==> src/rtl/pcm_tdm_pkg.sv <==
package pcm_tdm_pkg;

  typedef enum logic {
    LAW_MU = 1'b0,
    LAW_A  = 1'b1
  } law_e;

  // What a transmit lane offers to the line arbiter.
  typedef struct packed {
    logic drive;
    logic dbit;
  } tx_lane_t;

endpackage

==> src/rtl/pcm_tx_lane.sv <==
module pcm_tx_lane
  import pcm_tdm_pkg::*;
#(
  parameter int unsigned SAMPLE_W  = 8,
  parameter logic [SAMPLE_W-1:0] IDLE_BYTE = '1
) (
  input  logic                clk,
  input  logic                rst_n,
  input  logic                fs,
  input  logic [SAMPLE_W-1:0] in_data,
  input  logic                in_valid,
  output logic                in_ready,
  output tx_lane_t            lane
);

  localparam int unsigned CW = (SAMPLE_W > 1) ? $clog2(SAMPLE_W) : 1;
  localparam logic [CW-1:0] LAST_IDX = CW'(SAMPLE_W - 1);

  logic [SAMPLE_W-1:0] hold_q;
  logic                hold_full_q;
  logic [SAMPLE_W-1:0] shreg_q;
  logic                act_q;
  logic [CW-1:0]       cnt_q;

  logic last_bit;
  logic start;
  logic accept;

  assign last_bit = act_q && (cnt_q == LAST_IDX);
  assign start    = fs && (!act_q || last_bit);
  assign accept   = in_valid && !hold_full_q;

  always_ff @(posedge clk or negedge rst_n) begin
    if (!rst_n) begin
      shreg_q <= '0;
      act_q   <= 1'b0;
      cnt_q   <= '0;
    end else if (start) begin
      shreg_q <= hold_full_q ? hold_q : IDLE_BYTE;
      act_q   <= 1'b1;
      cnt_q   <= '0;
    end else if (act_q) begin
      if (last_bit) begin
        act_q <= 1'b0;
      end else begin
        cnt_q   <= cnt_q + 1'b1;
        shreg_q <= {shreg_q[SAMPLE_W-2:0], 1'b0};
      end
    end
  end

  always_ff @(posedge clk or negedge rst_n) begin
    if (!rst_n) begin
      hold_q      <= '0;
      hold_full_q <= 1'b0;
    end else if (start && hold_full_q) begin
      hold_full_q <= 1'b0;
    end else if (accept) begin
      hold_q      <= in_data;
      hold_full_q <= 1'b1;
    end
  end

  assign in_ready   = !hold_full_q;
  assign lane.drive = act_q;
  assign lane.dbit  = shreg_q[SAMPLE_W-1];

endmodule

==> src/rtl/pcm_rx_lane.sv <==
module pcm_rx_lane #(
  parameter int unsigned SAMPLE_W = 8
) (
  input  logic                clk,
  input  logic                rst_n,
  input  logic                fs,
  input  logic                sbit,
  output logic [SAMPLE_W-1:0] out_data,
  output logic                out_valid
);

  localparam int unsigned CW = (SAMPLE_W > 1) ? $clog2(SAMPLE_W) : 1;
  localparam logic [CW-1:0] LAST_IDX = CW'(SAMPLE_W - 1);

  logic [SAMPLE_W-1:0] shreg_q;
  logic                act_q;
  logic [CW-1:0]       cnt_q;
  logic                last_bit;
  logic                start;
  logic [SAMPLE_W-1:0] shifted;

  assign last_bit = act_q && (cnt_q == LAST_IDX);
  assign start    = fs && (!act_q || last_bit);
  assign shifted  = {shreg_q[SAMPLE_W-2:0], sbit};

  always_ff @(posedge clk or negedge rst_n) begin
    if (!rst_n) begin
      shreg_q   <= '0;
      act_q     <= 1'b0;
      cnt_q     <= '0;
      out_data  <= '0;
      out_valid <= 1'b0;
    end else begin
      out_valid <= 1'b0;
      if (act_q) begin
        shreg_q <= shifted;
        if (last_bit) begin
          out_data  <= shifted;
          out_valid <= 1'b1;
        end
      end
      if (start) begin
        act_q <= 1'b1;
        cnt_q <= '0;
      end else if (act_q) begin
        if (last_bit) act_q <= 1'b0;
        else          cnt_q <= cnt_q + 1'b1;
      end
    end
  end

endmodule

==> src/rtl/pcm_tx_arbiter.sv <==
module pcm_tx_arbiter
  import pcm_tdm_pkg::*;
#(
  parameter int unsigned NCH = 4
) (
  input  tx_lane_t [NCH-1:0] lanes,
  output logic               line,
  output logic               oe,
  output logic               slot_n,
  output logic               conflict
);

  localparam int unsigned NW = $clog2(NCH + 1);

  logic [NW-1:0] n_act;
  logic          found;

  always_comb begin
    line  = 1'b0;
    found = 1'b0;
    n_act = '0;
    for (int i = 0; i < NCH; i++) begin
      if (lanes[i].drive) begin
        n_act = n_act + 1'b1;
        if (!found) begin
          line  = lanes[i].dbit;
          found = 1'b1;
        end
      end
    end
  end

  assign oe       = found;
  assign slot_n   = (n_act == '0);
  assign conflict = (n_act > NW'(1));

endmodule

==> src/rtl/pcm_tdm_port.sv <==
module pcm_tdm_port
  import pcm_tdm_pkg::*;
#(
  parameter int unsigned NCH       = 4,
  parameter int unsigned SAMPLE_W  = 8,
  parameter logic [SAMPLE_W-1:0] IDLE_BYTE = '1
) (
  input  logic                    clk,
  input  logic                    rst_n,
  input  logic                    law_sel,
  output logic                    law_alaw,
  input  logic [NCH-1:0]          tx_fs,
  input  logic [NCH-1:0]          rx_fs,
  input  logic                    pcm_rx,
  output logic                    pcm_tx,
  output logic                    pcm_tx_oe,
  output logic                    slot_n,
  output logic                    slot_conflict,
  input  logic [NCH*SAMPLE_W-1:0] tx_data,
  input  logic [NCH-1:0]          tx_valid,
  output logic [NCH-1:0]          tx_ready,
  output logic [NCH*SAMPLE_W-1:0] rx_data,
  output logic [NCH-1:0]          rx_valid
);

  tx_lane_t [NCH-1:0] lanes;
  logic               rx_fall_q;
  law_e               law_q;

  // Receive line sampled mid-bit on the falling edge.
  always_ff @(negedge clk) begin
    rx_fall_q <= pcm_rx;
  end

  always_ff @(posedge clk or negedge rst_n) begin
    if (!rst_n) law_q <= LAW_MU;
    else        law_q <= law_e'(law_sel);
  end
  assign law_alaw = (law_q == LAW_A);

  for (genvar g = 0; g < NCH; g++) begin : g_ch
    pcm_tx_lane #(
      .SAMPLE_W  (SAMPLE_W),
      .IDLE_BYTE (IDLE_BYTE)
    ) u_tx (
      .clk      (clk),
      .rst_n    (rst_n),
      .fs       (tx_fs[g]),
      .in_data  (tx_data[g*SAMPLE_W +: SAMPLE_W]),
      .in_valid (tx_valid[g]),
      .in_ready (tx_ready[g]),
      .lane     (lanes[g])
    );

    pcm_rx_lane #(
      .SAMPLE_W (SAMPLE_W)
    ) u_rx (
      .clk       (clk),
      .rst_n     (rst_n),
      .fs        (rx_fs[g]),
      .sbit      (rx_fall_q),
      .out_data  (rx_data[g*SAMPLE_W +: SAMPLE_W]),
      .out_valid (rx_valid[g])
    );
  end

  pcm_tx_arbiter #(
    .NCH (NCH)
  ) u_arb (
    .lanes    (lanes),
    .line     (pcm_tx),
    .oe       (pcm_tx_oe),
    .slot_n   (slot_n),
    .conflict (slot_conflict)
  );

endmodule

==> config.mk <==
export PLATFORM = sky130hd
export DESIGN_NAME = pcm_tdm_port
export DESIGN_NICKNAME = d
export VERILOG_FILES = /design/src/rtl/pcm_tdm_pkg.sv /design/src/rtl/pcm_tx_lane.sv /design/src/rtl/pcm_rx_lane.sv /design/src/rtl/pcm_tx_arbiter.sv /design/src/rtl/pcm_tdm_port.sv
export SDC_FILE = /design/constraint.sdc
export NUM_CORES = 1
export LEC_CHECK = 0
export BUFFER_PORTS_ARGS = -buffer_cell sky130_fd_sc_hd__buf_4
export CORE_MARGIN = 3
export CORE_UTILIZATION = 40
export DETAILED_ROUTE_END_ITERATION = 6
export GPL_ROUTABILITY_DRIVEN = 0
export PLACE_DENSITY_LB_ADDON = 0.1
export SYNTH_ARGS = -nofsm -noshare
export SYNTH_HDL_FRONTEND = slang
export SYNTH_HIERARCHICAL = 1
export SYNTH_SLANG_ARGS = --single-unit
==> constraint.sdc <==
create_clock -name clk -period 4.69 [get_ports clk]
set_input_delay 0.7035 -clock clk [delete_from_list [all_inputs] [get_ports clk]]
set_output_delay 0.7035 -clock clk [all_outputs]
set_load 0.005 [all_outputs]
==> results.cfg <==
[outcome]
status = finished, final reports clean

[routing]
routed_wl_um = 12900
drc = 0
routedWlPerCell_um = 15.2
ant_nets = 0
vias = 4165
vias_per_cell = 4.90
drtIter0Drc = 201
drt-pass1-iter-count = 4

[yosys]
netlist.top_cell.by_area = dfrtp_1
synth_fp_nets = 596
synth_area_leaders = dfrtp_1 57%, mux2_4 14%, mux2_2 5.0%, ha_1 3.3%, o21ai_0 2.8%
synth_area_mm2 = 0.00726
synth-async-reset-ratio_pct = 99.4
syn-mean-instance-area_um2 = 13.7
synth_edf_count = 0
synth-seq-area-share_pct = 57.2
yosysWarnings = 6
synth.distinct_cells = 35
netlist_instances = 529
synth_ff_type = dfrtp_1
synth_top_area_share_pct = 56.9
ys_ff_latch = 166

[power_and_ir_drop]
p_switching_mw = 1.79
p_leak_nw = 4.10
pwr-share-comb_pct = 34.0
seq_power_share_pct = 41.9
swShare_pct = 29.4
internal_power_mw = 4.31
clkPwrFrac_pct = 24.2
peakVddDrop_mv = 0.333
power_density_mw_per_mm2 = 705

[final_layout]
syn_to_final_growth_pct = 19.2
stdcell_area_mm2 = 0.00865
fin_util_pct = 49.3
drive_above_1_share_pct = 38.1
nNetsFinal = 680
antenna_cells = 0

[floorplanning]
die_w_um = 141
ios = 93
die_h_um = 141
rows = 48
core_mm2 = 0.0175
die_area_mm2 = 0.0198
initial_core_util_pct = 41.4

[setup_path]
path_class = flip-flop to flip-flop
cp_top_family = flip-flops
critPathMaxStageDelay_ps = 370
crit_path_start_kind = flip-flop
worstPathRequired_ps = 4990
r2r-end = g_ch[1].u_rx/out_data[0]$_DFFE_PN0P_
r2r_slack_ps = 1550
path_cells = mux2_4
crit_cells = 1
cp-end-kind = flip-flop
crit_arrival_ps = 3450
reg2regPathDepth = 1
worstSetupStartpoint = rx_fall_q$_DFF_N_
cp_slowest_cell = dfxtp_1
reg2reg_from = rx_fall_q$_DFF_N_
cp_num_buf_inv = 0
cp_max_fo = 8

[sta]
hold_violations = 0
maxSlewViolCount = 0
setup_viol = 0
rsz0062_at_grt = no
setup_ws_ps = 1550
final.setup.tns_ps = 0
skew_ps = 26.6
hold_ws_ps = 388
worstMarginPinSlew_ps = 1230
timing.slew.headroom_pct = 17.8

[min_path]
worstHoldPathType = input port to asynchronous set/reset pin

[clocking]
cts.sinks = 166
h-tree-depth = 4
cts-resized-gates = 0
cts-root-buf = clkbuf_16
cts_setup_buffers = 0
cts_tree = yes
cts_hold_buf = 0
clkTransAtPathRegs_ps = 60
cts_made_buffers = 17
clockBufferDepth = 2
insertion_delay_ps = 440

[flow_run]
drv_cap = 0

[global_route]
track_usage_pct = 14.1
grt_pass1_vias = 4468
grt_pass1_wl_um = 22700
use_met1_pct = 18.4
grt_start_max_net_pins = 107
grtUsageMet3_pct = 5.36
top_usage_layer = met2
grtUsageMet2_pct = 22.1
antenna_found_initial = 0
grt_overflow = 0

[placement]
place_area_mm2 = 0.00802
hpwl_um = 8590
portBuffers = 92
dp_slack_ps = 1420
==> how the worst max path moves through the flow <==
stage          slack (ps)                                    to
4_1_cts              1550  g_ch[0].u_rx/out_data[0]$_DFFE_PN0P_
3_3_place_gp         1420                     rx_fall_q$_DFF_N_
2_1_floorplan        1540                     rx_fall_q$_DFF_N_
3_5_place_dp         1420                     rx_fall_q$_DFF_N_
5_1_grt              1510  g_ch[1].u_rx/out_data[0]$_DFFE_PN0P_
6_report             1550  g_ch[1].u_rx/out_data[0]$_DFFE_PN0P_
==> power groups by stage <==
| stage | clock (mW) | combinational [mW] | sequential, mW |
|---|---|---|---|
| 4_1_cts | 1.52 | 2.11 | 2.56 |
| 2_1_floorplan | 0.00267 | 1.63 | 2.42 |
| 5_1_grt | 1.58 | 2.32 | 2.65 |
| 3_5_place_dp | 0.00267 | 2.10 | 2.57 |
| 6_report | 1.47 | 2.07 | 2.55 |
| 3_3_place_gp | 0.00267 | 2.01 | 2.56 |
==> cell families after synthesis <==
group | Yosys count | share of synthesized area (%)
and+or+nand+nor | 109 | 8.76
xor gates and xnor gates | 2 | 0.241
DFF | 166 | 57.2
AOI/OAI and AO/OA | 81 | 6.64
adders and majority gates | 19 | 3.28
muxes | 105 | 19.8
buffers and inverters | 47 | 4.12
==> metal layers <==
layer | up-vias | wire [um] | share of wire (%)
li1 | 1993 | - | -
met1 | 2080 | 5880 | 45
met2 | 84 | 6240 | 48
met3 | 8 | 732 | 5.7
met4 | 0 | 91 | 0.70
met5 | - | 0 | 0
==> final cells by class <==
class	count	area (um^2)
clock inverters	13	181
well taps	225	282
fillers	1515	8890
repair buffers	94	709
multi-input cells	316	2810
inverters	17	63.8
flip-flops and latches	166	4150
clock buffers	19	453
==> synth_stat cells, drive strengths merged, types with 3 or more instances <==
| master | count |
|---|---|
| a21o | 4 |
| a311oi | 3 |
| buf | 28 |
| dfrtp | 165 |
| ha | 19 |
| inv | 18 |
| mux2 | 101 |
| mux2i | 4 |
| nand2 | 52 |
| nand2b | 24 |
| nor2 | 8 |
| nor2b | 17 |
| o21ai | 41 |
| o22ai | 28 |
==> placed cells by master, fill, tap and decap left out, drive strengths merged <==
cell type / instances
dfrtp: 165
mux2: 101
buf: 94
nand2: 52
o21ai: 41
o22ai: 28
nand2b: 24
ha: 19
clkbuf: 19
inv: 18
nor2b: 17
nor2: 8
bufinv: 4
clkinvlp: 4
mux2i: 4
a21o: 4
clkinv: 4
a311oi: 3
nand3b: 2
nand3: 2
a211o: 2
dfxtp: 1
xor2: 1
or2: 1
and2: 1
a21oi: 1
xnor2: 1
or3b: 1
a32o: 1
nand4b: 1
a21boi: 1
==> metrics by stage <==
step | total power [mW] | instances
2_1_floorplan | 4.05 | 529
3_3_place_gp | 4.57 | 819
3_5_place_dp | 4.67 | 819
4_1_cts | 6.19 | 850
5_1_grt | 6.56 | 850
6_report | 6.10 | 850
==> sequential cells by signal, indices dropped and copies added, names as in the netlist <==
name / flops
g_ch.u_tx/hold_q: 32
g_ch.u_rx/cnt_q: 12
g_ch.u_tx/act_q: 4
law_alaw: 1
g_ch.u_rx/act_q: 4
g_ch.u_tx/hold_full_q: 4
g_ch.u_rx/out_data: 32
rx_fall_q: 1
g_ch.u_rx/shreg_q: 28
g_ch.u_tx/cnt_q: 12
g_ch.u_tx/shreg_q: 32
g_ch.u_rx/out_valid: 4
(Power assumes the default switching activity.)
